<file path="src/rtl/adc_seq_pkg.sv">
package adc_seq_pkg;

    localparam int NUM_CH   = 16;
    localparam int CH_W     = $clog2(NUM_CH);
    localparam int RES_W    = 10;
    localparam int NUM_TRIG = 4;
    localparam int TS_W     = $clog2(NUM_TRIG);

    typedef enum logic [1:0] {
        MODE_SINGLE  = 2'd0,
        MODE_ONESHOT = 2'd1,
        MODE_CONT    = 2'd2,
        MODE_ALT     = 2'd3
    } op_mode_e;

    typedef enum logic [1:0] {
        ST_IDLE,
        ST_DISCH,
        ST_REQ,
        ST_WAIT
    } seq_state_e;

    typedef struct packed {
        logic             vld;
        logic [CH_W-1:0]  ch;
        logic [RES_W-1:0] data;
    } res_wr_t;

    function automatic logic is_scan(input logic [1:0] m);
        return m != MODE_SINGLE;
    endfunction

    function automatic logic is_cont(input logic [1:0] m);
        return m == MODE_CONT;
    endfunction

endpackage

</file>
<file path="src/rtl/adc_trig_unit.sv">
module adc_trig_unit
    import adc_seq_pkg::*;
(
    input  logic                clk,
    input  logic                rst,
    input  logic                hw_en,
    input  logic [TS_W-1:0]     trig_sel,
    input  logic [NUM_TRIG-1:0] hw_trig,
    input  logic                sw_wr,
    input  logic                sw_val,
    output logic                start_req,
    output logic                stop_req
);
    logic [NUM_TRIG-1:0] trig_q;
    logic [NUM_TRIG-1:0] rise;

    always_ff @(posedge clk) begin
        if (rst) trig_q <= '0;
        else     trig_q <= hw_trig;
    end

    genvar gi;
    generate
        for (gi = 0; gi < NUM_TRIG; gi++) begin : g_edge
            assign rise[gi] = hw_trig[gi] & ~trig_q[gi];
        end
    endgenerate

    assign start_req = (sw_wr & sw_val) | (hw_en & rise[trig_sel]);
    assign stop_req  = sw_wr & ~sw_val;
endmodule

</file>
<file path="src/rtl/adc_result_bank.sv">
module adc_result_bank
    import adc_seq_pkg::*;
(
    input  logic             clk,
    input  logic             rst,
    input  res_wr_t          wr,
    input  logic [CH_W-1:0]  rd_chan,
    output logic [RES_W-1:0] rd_data
);
    logic [RES_W-1:0] regs [NUM_CH];

    genvar gi;
    generate
        for (gi = 0; gi < NUM_CH; gi++) begin : g_reg
            always_ff @(posedge clk) begin
                if (rst)
                    regs[gi] <= '0;
                else if (wr.vld && wr.ch == CH_W'(gi))
                    regs[gi] <= wr.data;
            end
        end
    endgenerate

    assign rd_data = regs[rd_chan];
endmodule

</file>
<file path="src/rtl/adc_seq_ctrl.sv">
module adc_seq_ctrl
    import adc_seq_pkg::*;
#(
    parameter int DISCH_CYC = 3
) (
    input  logic             clk,
    input  logic             rst,
    input  logic [1:0]       mode,
    input  logic [CH_W-1:0]  single_ch,
    input  logic [CH_W-1:0]  last_ch,
    input  logic             disch_en,
    input  logic             start_req,
    input  logic             stop_req,
    input  logic             done,
    input  logic [RES_W-1:0] data,
    output logic             busy,
    output logic             req,
    output logic [CH_W-1:0]  ch,
    output logic             disch,
    output res_wr_t          wr,
    output logic             evt
);
    localparam int DC_W = (DISCH_CYC > 1) ? $clog2(DISCH_CYC) : 1;

    seq_state_e       st_q;
    logic [CH_W-1:0]  ch_q;
    logic [DC_W-1:0]  dcnt_q;
    logic             stop_q;
    logic             evt_q;
    logic             use_disch;
    logic             at_last;
    logic             halt;

    assign use_disch = is_scan(mode) && disch_en;
    assign at_last   = ch_q == last_ch;
    assign halt      = stop_q || stop_req;

    always_ff @(posedge clk) begin
        if (rst) begin
            st_q   <= ST_IDLE;
            ch_q   <= '0;
            dcnt_q <= '0;
            stop_q <= 1'b0;
            evt_q  <= 1'b0;
        end else begin
            evt_q <= 1'b0;
            if (st_q != ST_IDLE && stop_req) stop_q <= 1'b1;
            unique case (st_q)
                ST_IDLE: begin
                    if (start_req) begin
                        ch_q   <= is_scan(mode) ? '0 : single_ch;
                        stop_q <= 1'b0;
                        dcnt_q <= '0;
                        st_q   <= use_disch ? ST_DISCH : ST_REQ;
                    end
                end
                ST_DISCH: begin
                    if (dcnt_q == DC_W'(DISCH_CYC - 1)) begin
                        dcnt_q <= '0;
                        st_q   <= ST_REQ;
                    end else begin
                        dcnt_q <= dcnt_q + 1'b1;
                    end
                end
                ST_REQ: st_q <= ST_WAIT;
                ST_WAIT: begin
                    if (done) begin
                        if (!is_scan(mode)) begin
                            evt_q <= 1'b1;
                            st_q  <= ST_IDLE;
                        end else begin
                            evt_q <= at_last;
                            if (halt || (at_last && !is_cont(mode))) begin
                                st_q <= ST_IDLE;
                            end else begin
                                ch_q   <= at_last ? '0 : ch_q + 1'b1;
                                dcnt_q <= '0;
                                st_q   <= use_disch ? ST_DISCH : ST_REQ;
                            end
                        end
                    end
                end
                default: st_q <= ST_IDLE;
            endcase
        end
    end

    assign busy    = st_q != ST_IDLE;
    assign req     = st_q == ST_REQ;
    assign disch   = st_q == ST_DISCH;
    assign ch      = ch_q;
    assign evt     = evt_q;
    assign wr.vld  = (st_q == ST_WAIT) && done;
    assign wr.ch   = ch_q;
    assign wr.data = data;
endmodule

</file>
<file path="src/rtl/adc_scan_seq.sv">
module adc_scan_seq
    import adc_seq_pkg::*;
#(
    parameter int DISCH_CYC = 3
) (
    input  logic                clk,
    input  logic                rst,
    input  logic [1:0]          cfg_mode,
    input  logic [CH_W-1:0]     cfg_chan,
    input  logic [CH_W-1:0]     cfg_last,
    input  logic                cfg_hw_en,
    input  logic [TS_W-1:0]     cfg_trig_sel,
    input  logic                cfg_disch_en,
    input  logic                sw_start_wr,
    input  logic                sw_start_val,
    input  logic [NUM_TRIG-1:0] hw_trig,
    output logic                busy,
    output logic                conv_start,
    output logic [CH_W-1:0]     conv_chan,
    output logic                conv_disch,
    input  logic                conv_done,
    input  logic [RES_W-1:0]    conv_data,
    input  logic [CH_W-1:0]     rd_chan,
    output logic [RES_W-1:0]    rd_data,
    output logic                irq,
    output logic                dma_req
);
    logic    start_req;
    logic    stop_req;
    logic    evt;
    res_wr_t res_wr;

    adc_trig_unit u_trig (
        .clk       (clk),
        .rst       (rst),
        .hw_en     (cfg_hw_en),
        .trig_sel  (cfg_trig_sel),
        .hw_trig   (hw_trig),
        .sw_wr     (sw_start_wr),
        .sw_val    (sw_start_val),
        .start_req (start_req),
        .stop_req  (stop_req)
    );

    adc_seq_ctrl #(.DISCH_CYC(DISCH_CYC)) u_ctrl (
        .clk       (clk),
        .rst       (rst),
        .mode      (cfg_mode),
        .single_ch (cfg_chan),
        .last_ch   (cfg_last),
        .disch_en  (cfg_disch_en),
        .start_req (start_req),
        .stop_req  (stop_req),
        .done      (conv_done),
        .data      (conv_data),
        .busy      (busy),
        .req       (conv_start),
        .ch        (conv_chan),
        .disch     (conv_disch),
        .wr        (res_wr),
        .evt       (evt)
    );

    adc_result_bank u_bank (
        .clk     (clk),
        .rst     (rst),
        .wr      (res_wr),
        .rd_chan (rd_chan),
        .rd_data (rd_data)
    );

    assign irq     = evt;
    assign dma_req = evt;
endmodule

</file>
<file path="config.mk">
export PLATFORM = sky130hd
export DESIGN_NAME = adc_scan_seq
export DESIGN_NICKNAME = d
export VERILOG_FILES = /design/src/rtl/adc_seq_pkg.sv /design/src/rtl/adc_trig_unit.sv /design/src/rtl/adc_result_bank.sv /design/src/rtl/adc_seq_ctrl.sv /design/src/rtl/adc_scan_seq.sv
export SDC_FILE = /design/constraint.sdc
export NUM_CORES = 1
export LEC_CHECK = 0
export BUFFER_PORTS_ARGS = -buffer_cell sky130_fd_sc_hd__buf_2
export CAP_MARGIN = 10
export CORE_UTILIZATION = 54
export CTS_BUF_LIST = sky130_fd_sc_hd__clkbuf_16
export CTS_CLUSTER_DIAMETER = 200
export CTS_CLUSTER_SIZE = 28
export DETAILED_ROUTE_END_ITERATION = 10
export GPL_ROUTABILITY_DRIVEN = 0
export PLACE_DENSITY = 0.75
export SYNTH_ARGS = -nofsm -noshare
export SYNTH_HDL_FRONTEND = slang
export SYNTH_HIERARCHICAL = 1
export SYNTH_SLANG_ARGS = --single-unit
</file>
<file path="constraint.sdc">
create_clock -name clk -period 4.6 [get_ports clk]
set_input_delay 0.69 -clock clk [delete_from_list [all_inputs] [get_ports clk]]
set_output_delay 0.69 -clock clk [all_outputs]
set_load 0.02 [all_outputs]
</file>
Word-level counts from Yosys, hierarchy flattened:

Memories as Yosys holds them, arrays and structs flattened.
Cells that the tools add are included.

* flip-flop bits (word level): 14
* memory bits (writable): 160
* logic and storage cells: 192
* memories: 1

* $add $sub $neg: 2
* magnitude comparators: 1
* eq/ne operators: 26
* mux-type cells: 92
* bitwise logic cells: 31
* reductions and logical operators: 33

Memories
* u_bank.regs: words 16, bits a word 10, read ports 1, clocked after memory_dff 0, wr ports 16, RTL line adc_result_bank.sv:10 `logic [RES_W-1:0] regs [NUM_CH];`

Operator list (count)
* 10-bit 2-to-1 mux: 16
* 1-bit 2-to-1 mux: 55
* 4-bit equality test (second input constant): 8
* 4-bit 2-to-1 mux: 6
* 2-bit 2-to-1 mux: 11
* 1-bit logical AND: 20
* 1-bit OR: 17
* 4-bit by 3-bit equality test with 1-bit output (second input constant): 4
* 5-bit AND reduction: 2
* 2-bit equality test (second input constant): 4
* 4-bit by 2-bit equality test with 1-bit output (second input constant): 2
* 2-bit one-hot mux with 4 select lines: 1
* 4-bit one-hot mux with 2 select lines: 1
* 1-bit AND: 7
* 1-bit inverter: 7
* 2-bit inequality test (second input constant): 3
* 2-bit one-hot mux with 3 select lines: 1
* 2-bit nonzero test: 3
* 4-bit by 1-bit adder with 4-bit output (second input constant): 1
* 4-bit by 1-bit equality test with 1-bit output (second input constant): 1
* 4-bit equality test: 1
* 4-bit logical NOT: 1
* 2-bit by 1-bit inequality test with 1-bit output (second input constant): 2
* 2-bit by 3-bit < comparator with 1-bit output (second input constant): 1
* 9 further kinds: 10

Logic depth before layout (Yosys ltp):

* depth after elaboration: 8
* depth in mapped cells: 7

Modules after synthesis:

The synthesis kept the hierarchy.

Modules (own cells, without submodules)
* adc_result_bank: times used 1, cells an instance 466, area each 7308.3 µm², sequential area each 4804.6 µm²
* adc_seq_ctrl: times used 1, cells an instance 111, area each 855.8 µm², sequential area each 200.2 µm²
* adc_trig_unit: times used 1, cells an instance 19, area each 172.7 µm², sequential area each 80.1 µm²
* adc_scan_seq: times used 1, cells an instance 1, area each 7.5 µm², sequential area each 0.0 µm²

Worst setup path after synthesis:

No wires, ideal clock.

* path type: input-to-output
* start point: input rd_chan[0]
* end point: output rd_data[0]
* data arrival time: 1.962 ns
* data required time: 3.910 ns
* path slack: 1.948 ns
* stages: 5
* path through: clkbuf_1 > buf_2 > mux4_2 > a22oi_1 > nand2_1

* cells in the longest elaborated chain, start to end: 1

RTL lines
* from (decl): RTL line adc_scan_seq.sv:23 `input logic [CH_W-1:0] rd_chan,`
* memory read 16 x 10 bit
* to (decl): RTL line adc_scan_seq.sv:24 `output logic [RES_W-1:0] rd_data,`

Every way passes these cells.

Final worst setup path:

* start point: input rd_chan[0]
* end point: output rd_data[4]

The elaborated chain is that of the path after synthesis.

==> summary.txt <==
Floorplanning
  – Std-Cell Rows: 45
  – Count of boundary I/O pins: 56
  – Die ar.: 16000 um2
  – Chip Height: 126 um
  – Die width: 126 um
  – Initial core utilization: 55.1%
  – Core Area: 15100 um2

Yosys
  – Syn Std Cell Area: 8340 um2
  – Post-synth cell types: 49
  – Number of flops mapped to enable cells by yosys: 160
  – Seq cells post-synth: 174
  – Post-synthesis async set-or-reset flop share: 0%
  – Post-synth top area cell: edfxtp_1
  – Post-Syn Nets: 635
  – Top cells by area, synth: edfxtp_1 (58%), and2_1 (12%), mux4_2 (11%), dfxtp_1 (3.4%), a22oi_1 (1.8%)
  – Synth Instances: 597
  – Top-area cell type share of the netlist area: 57.6%
  – Seq/Total Area, Yosys: 60.9%
  – Synthesis Warnings: 6
  – Synthesized area per cell: 14.0 um2
  – Synth Flop Type: edfxtp_1

Clock tree
  – H-tree depth: 4
  – Hold_buf cts: 0
  – Clk buf depth: 2
  – Reg clk slew, reported paths: 60 ps
  – CTS tree: built
  – CTS Buf Count: 17
  – Post-CTS Repair Setup Buffers: 0
  – Clk root buf: clkbuf_16
  – # clock sinks: 174
  – Post-cts resize count: 0
  – Worst-Skew Late Latency: 430 ps

STA
  – Final Max Tran Viols: 0
  – Shortest period the worst path allows: 3410 ps
  – Worst Tran Pin Value: 1240 ps
  – Final Cycle Share: 74.1%
  – Fmax: 0.293 GHz
  – RSZ-0062 raised after global routing: no
  – Slew HR: 17.3%
  – Final hold violations: 0
  – Final setup viols: 0
  – Setup Total Neg Slack: 0 ps
  – Layout Skew: 5.38 ps

Routing
  – DR vias/cell: 6.14
  – Initial DRC Count: 606
  – Wire per inst: 22.4 um
  – Total Routed Length: 18.6 mm
  – DRT antenna net count: 0
  – Via count: 5111
  – Pre-antenna DRT Iters: 5
  – DRC violations left: 0

Placement
  – # port buffers: 55
  – Placed cell count: 797
  – Final HPWL DP: 12.5 mm

Run status
  – Status: completed

Power and ir drop
  – Int Pwr: 2840 uW
  – Switch Pwr: 878 uW
  – Power Density: 401 nW/um2
  – Leak: 0.00345 uW
  – Flop pwr share: 49.5%
  – Clock power share: 40.4%
  – Gate power share: 10.1%
  – Maximum VDD drop: 0.287 mV
  – Sw Ratio: 23.6%

GRT
  – GRT Resource Usage Total: 24.6%
  – Grt total ovfl: 0
  – Vias in the first global route: 4869
  – Largest net degree at the start of global routing: 41
  – Initial antenna violation count: 1
  – First-pass GRT wire length: 28.5 mm

Final layout
  – Fill cells: 1116
  – Area of the multi-input gates: 2980 um2
  – Total area of sequential cells: 5080 um2
  – Post-Layout Cell Count: 832
  – Share of layout cells above drive strength 1: 22.6%
  – Final #Nets: 668
  – P&R area growth vs syn: 11.2%

Worst setup path
  – Crit Path Max Fanout: 23
  – Critical Path AT: 2720 ps
  – Worst path required time: 3910 ps
  – Critical path class: in2out
  – Crit start category: input port
  – CP endpoint kind: primary output

Min path
  – Hold WC Path Type: in2reg

Job
  – Maxcap violations: 0
per-layer routing:
metal | up-vias | track usage [%] | share of wire, %
met5 | - | 0 | 0
met4 | 0 | 8.43 | 1.8
met3 | 26 | 4.85 | 7.2
met2 | 240 | 39.8 | 50
met1 | 2580 | 33.8 | 41
li1 | 2265 | - | -
flip-flops by register name (all words and copies together), names as in the netlist:
name,cells
u_ctrl/stop_q,1
u_trig/trig_q,4
u_ctrl/st_q,2
u_ctrl/ch,4
u_ctrl/dcnt_q,2
u_bank/regs,160
u_ctrl/evt,1
per-stage QoR:
stage | worst slack, ps | cell area (um2) | power [uW] | hold WS [ps] | util, %
final | 1190 | 9280 | 3720 | 494 | 61.3
after global routing | 1010 | 9280 | 3830 | 500 | 61.3
after CTS | 1130 | 9260 | 3730 | 490 | 61.1
after detailed placement | 1140 | 8640 | 2250 | 498 | 57.0
after global placement | 1170 | 8640 | 2230 | 474 | 57.0
after floorplan | 1950 | 8340 | 2140 | 453 | -
cells by family (layout without fill, tap and decap cells):
family	count (synthesis)	after routing	share of synthesized area, %
buffers and inverters	55	101	3.30
XOR/XNOR	6	6	0.630
adder cells (fa/ha/maj)	1	1	0.150
other	0	1	0
multiplexers	40	40	10.8
AND/OR/NAND/NOR	249	249	17.8
flip-flops	174	174	60.9
AO/OA/AOI/OAI	72	72	6.40
path summary, 6_finish.rpt:
path / start / end / slack, ps / depth (start not counted)
worst max-delay path: rd_chan[0] / rd_data[4] / 1190 / 6
worst min-delay path: hw_trig[0] / u_trig/trig_q[0]$_SDFF_PP0_ / 490 / 2
worst max register to register: u_ctrl/st_q[0]$_SDFFE_PP0P_ / u_bank/regs[7][5]$_SDFFCE_PN0P_ / 1900 / 3
worst min register to register: u_ctrl/dcnt_q[1]$_SDFFE_PP0P_ / u_ctrl/dcnt_q[1]$_SDFFE_PP0P_ / 510 / 2
placed cells by master (no fill, tap or decap), drive strengths merged, types with 2 or more instances in the layout:
| master | Yosys | routed |
|---|---|---|
| and2 | 162 | 162 |
| edfxtp | 160 | 160 |
| buf | 25 | 60 |
| mux4 | 40 | 40 |
| nand2 | 26 | 26 |
| nor2 | 25 | 25 |
| a22oi | 20 | 20 |
| clkbuf | 21 | 17 |
| o21bai | 17 | 17 |
| dfxtp | 14 | 14 |
| nor2b | 11 | 11 |
| inv | 9 | 11 |
| a32oi | 7 | 7 |
| o211ai | 6 | 6 |
| clkinv | 0 | 6 |
| nand2b | 5 | 5 |
| o21ai | 5 | 5 |
| xnor2 | 5 | 5 |
| bufinv | 0 | 4 |
| a21oi | 4 | 4 |
| clkinvlp | 0 | 3 |
| a211oi | 3 | 3 |
| and3 | 3 | 3 |
| or2 | 2 | 2 |
| nand3b | 2 | 2 |
| nand3 | 2 | 2 |
| nand4bb | 2 | 2 |
| or4 | 2 | 2 |
| a31oi | 2 | 2 |
| o221ai | 2 | 2 |
power by group through the flow:
| stage | sequential, uW | combinational, uW | clock (uW) |
|---|---|---|---|
| after floorplan | 1850 | 289 | 0 |
| after global routing | 1850 | 407 | 1570 |
| after detailed placement | 1880 | 372 | 0 |
| after global placement | 1870 | 363 | 0 |
| final | 1840 | 376 | 1500 |
| after CTS | 1840 | 373 | 1510 |
critical path: stages:
cell and delay [ps]:
buf_2 600, buf_4 320, mux4_2 530, a22oi_1 240, nand2_1 130, buf_2 180
Yosys cell counts (3+ instances only):
library cell and number:
a211oi_1 3, nor2b_1 11, buf_2 6, o21ai_0 5, edfxtp_1 160, dfxtp_1 14, o211ai_1 6, and2_1 161
inv_1 9, a21oi_1 4, xnor2_1 5, nor2_2 4, buf_4 16, nor2_1 21, a32oi_1 7, nand2_1 25
a22oi_1 20, o21bai_1 17, nand2b_1 5, mux4_2 40, clkbuf_1 20, buf_1 3
layout make-up:
type | count | share of cell area (%)
repair buffers | 60 | 3.45
clock buffers | 17 | 4.58
well taps | 188 | 2.53
multi-input cells | 368 | 32.2
diodes | 1 | 0.0270
flip-flops and latches | 174 | 54.8
clock inverters | 15 | 2.09
inverters | 9 | 0.364
(Power assumes the default switching activity.)
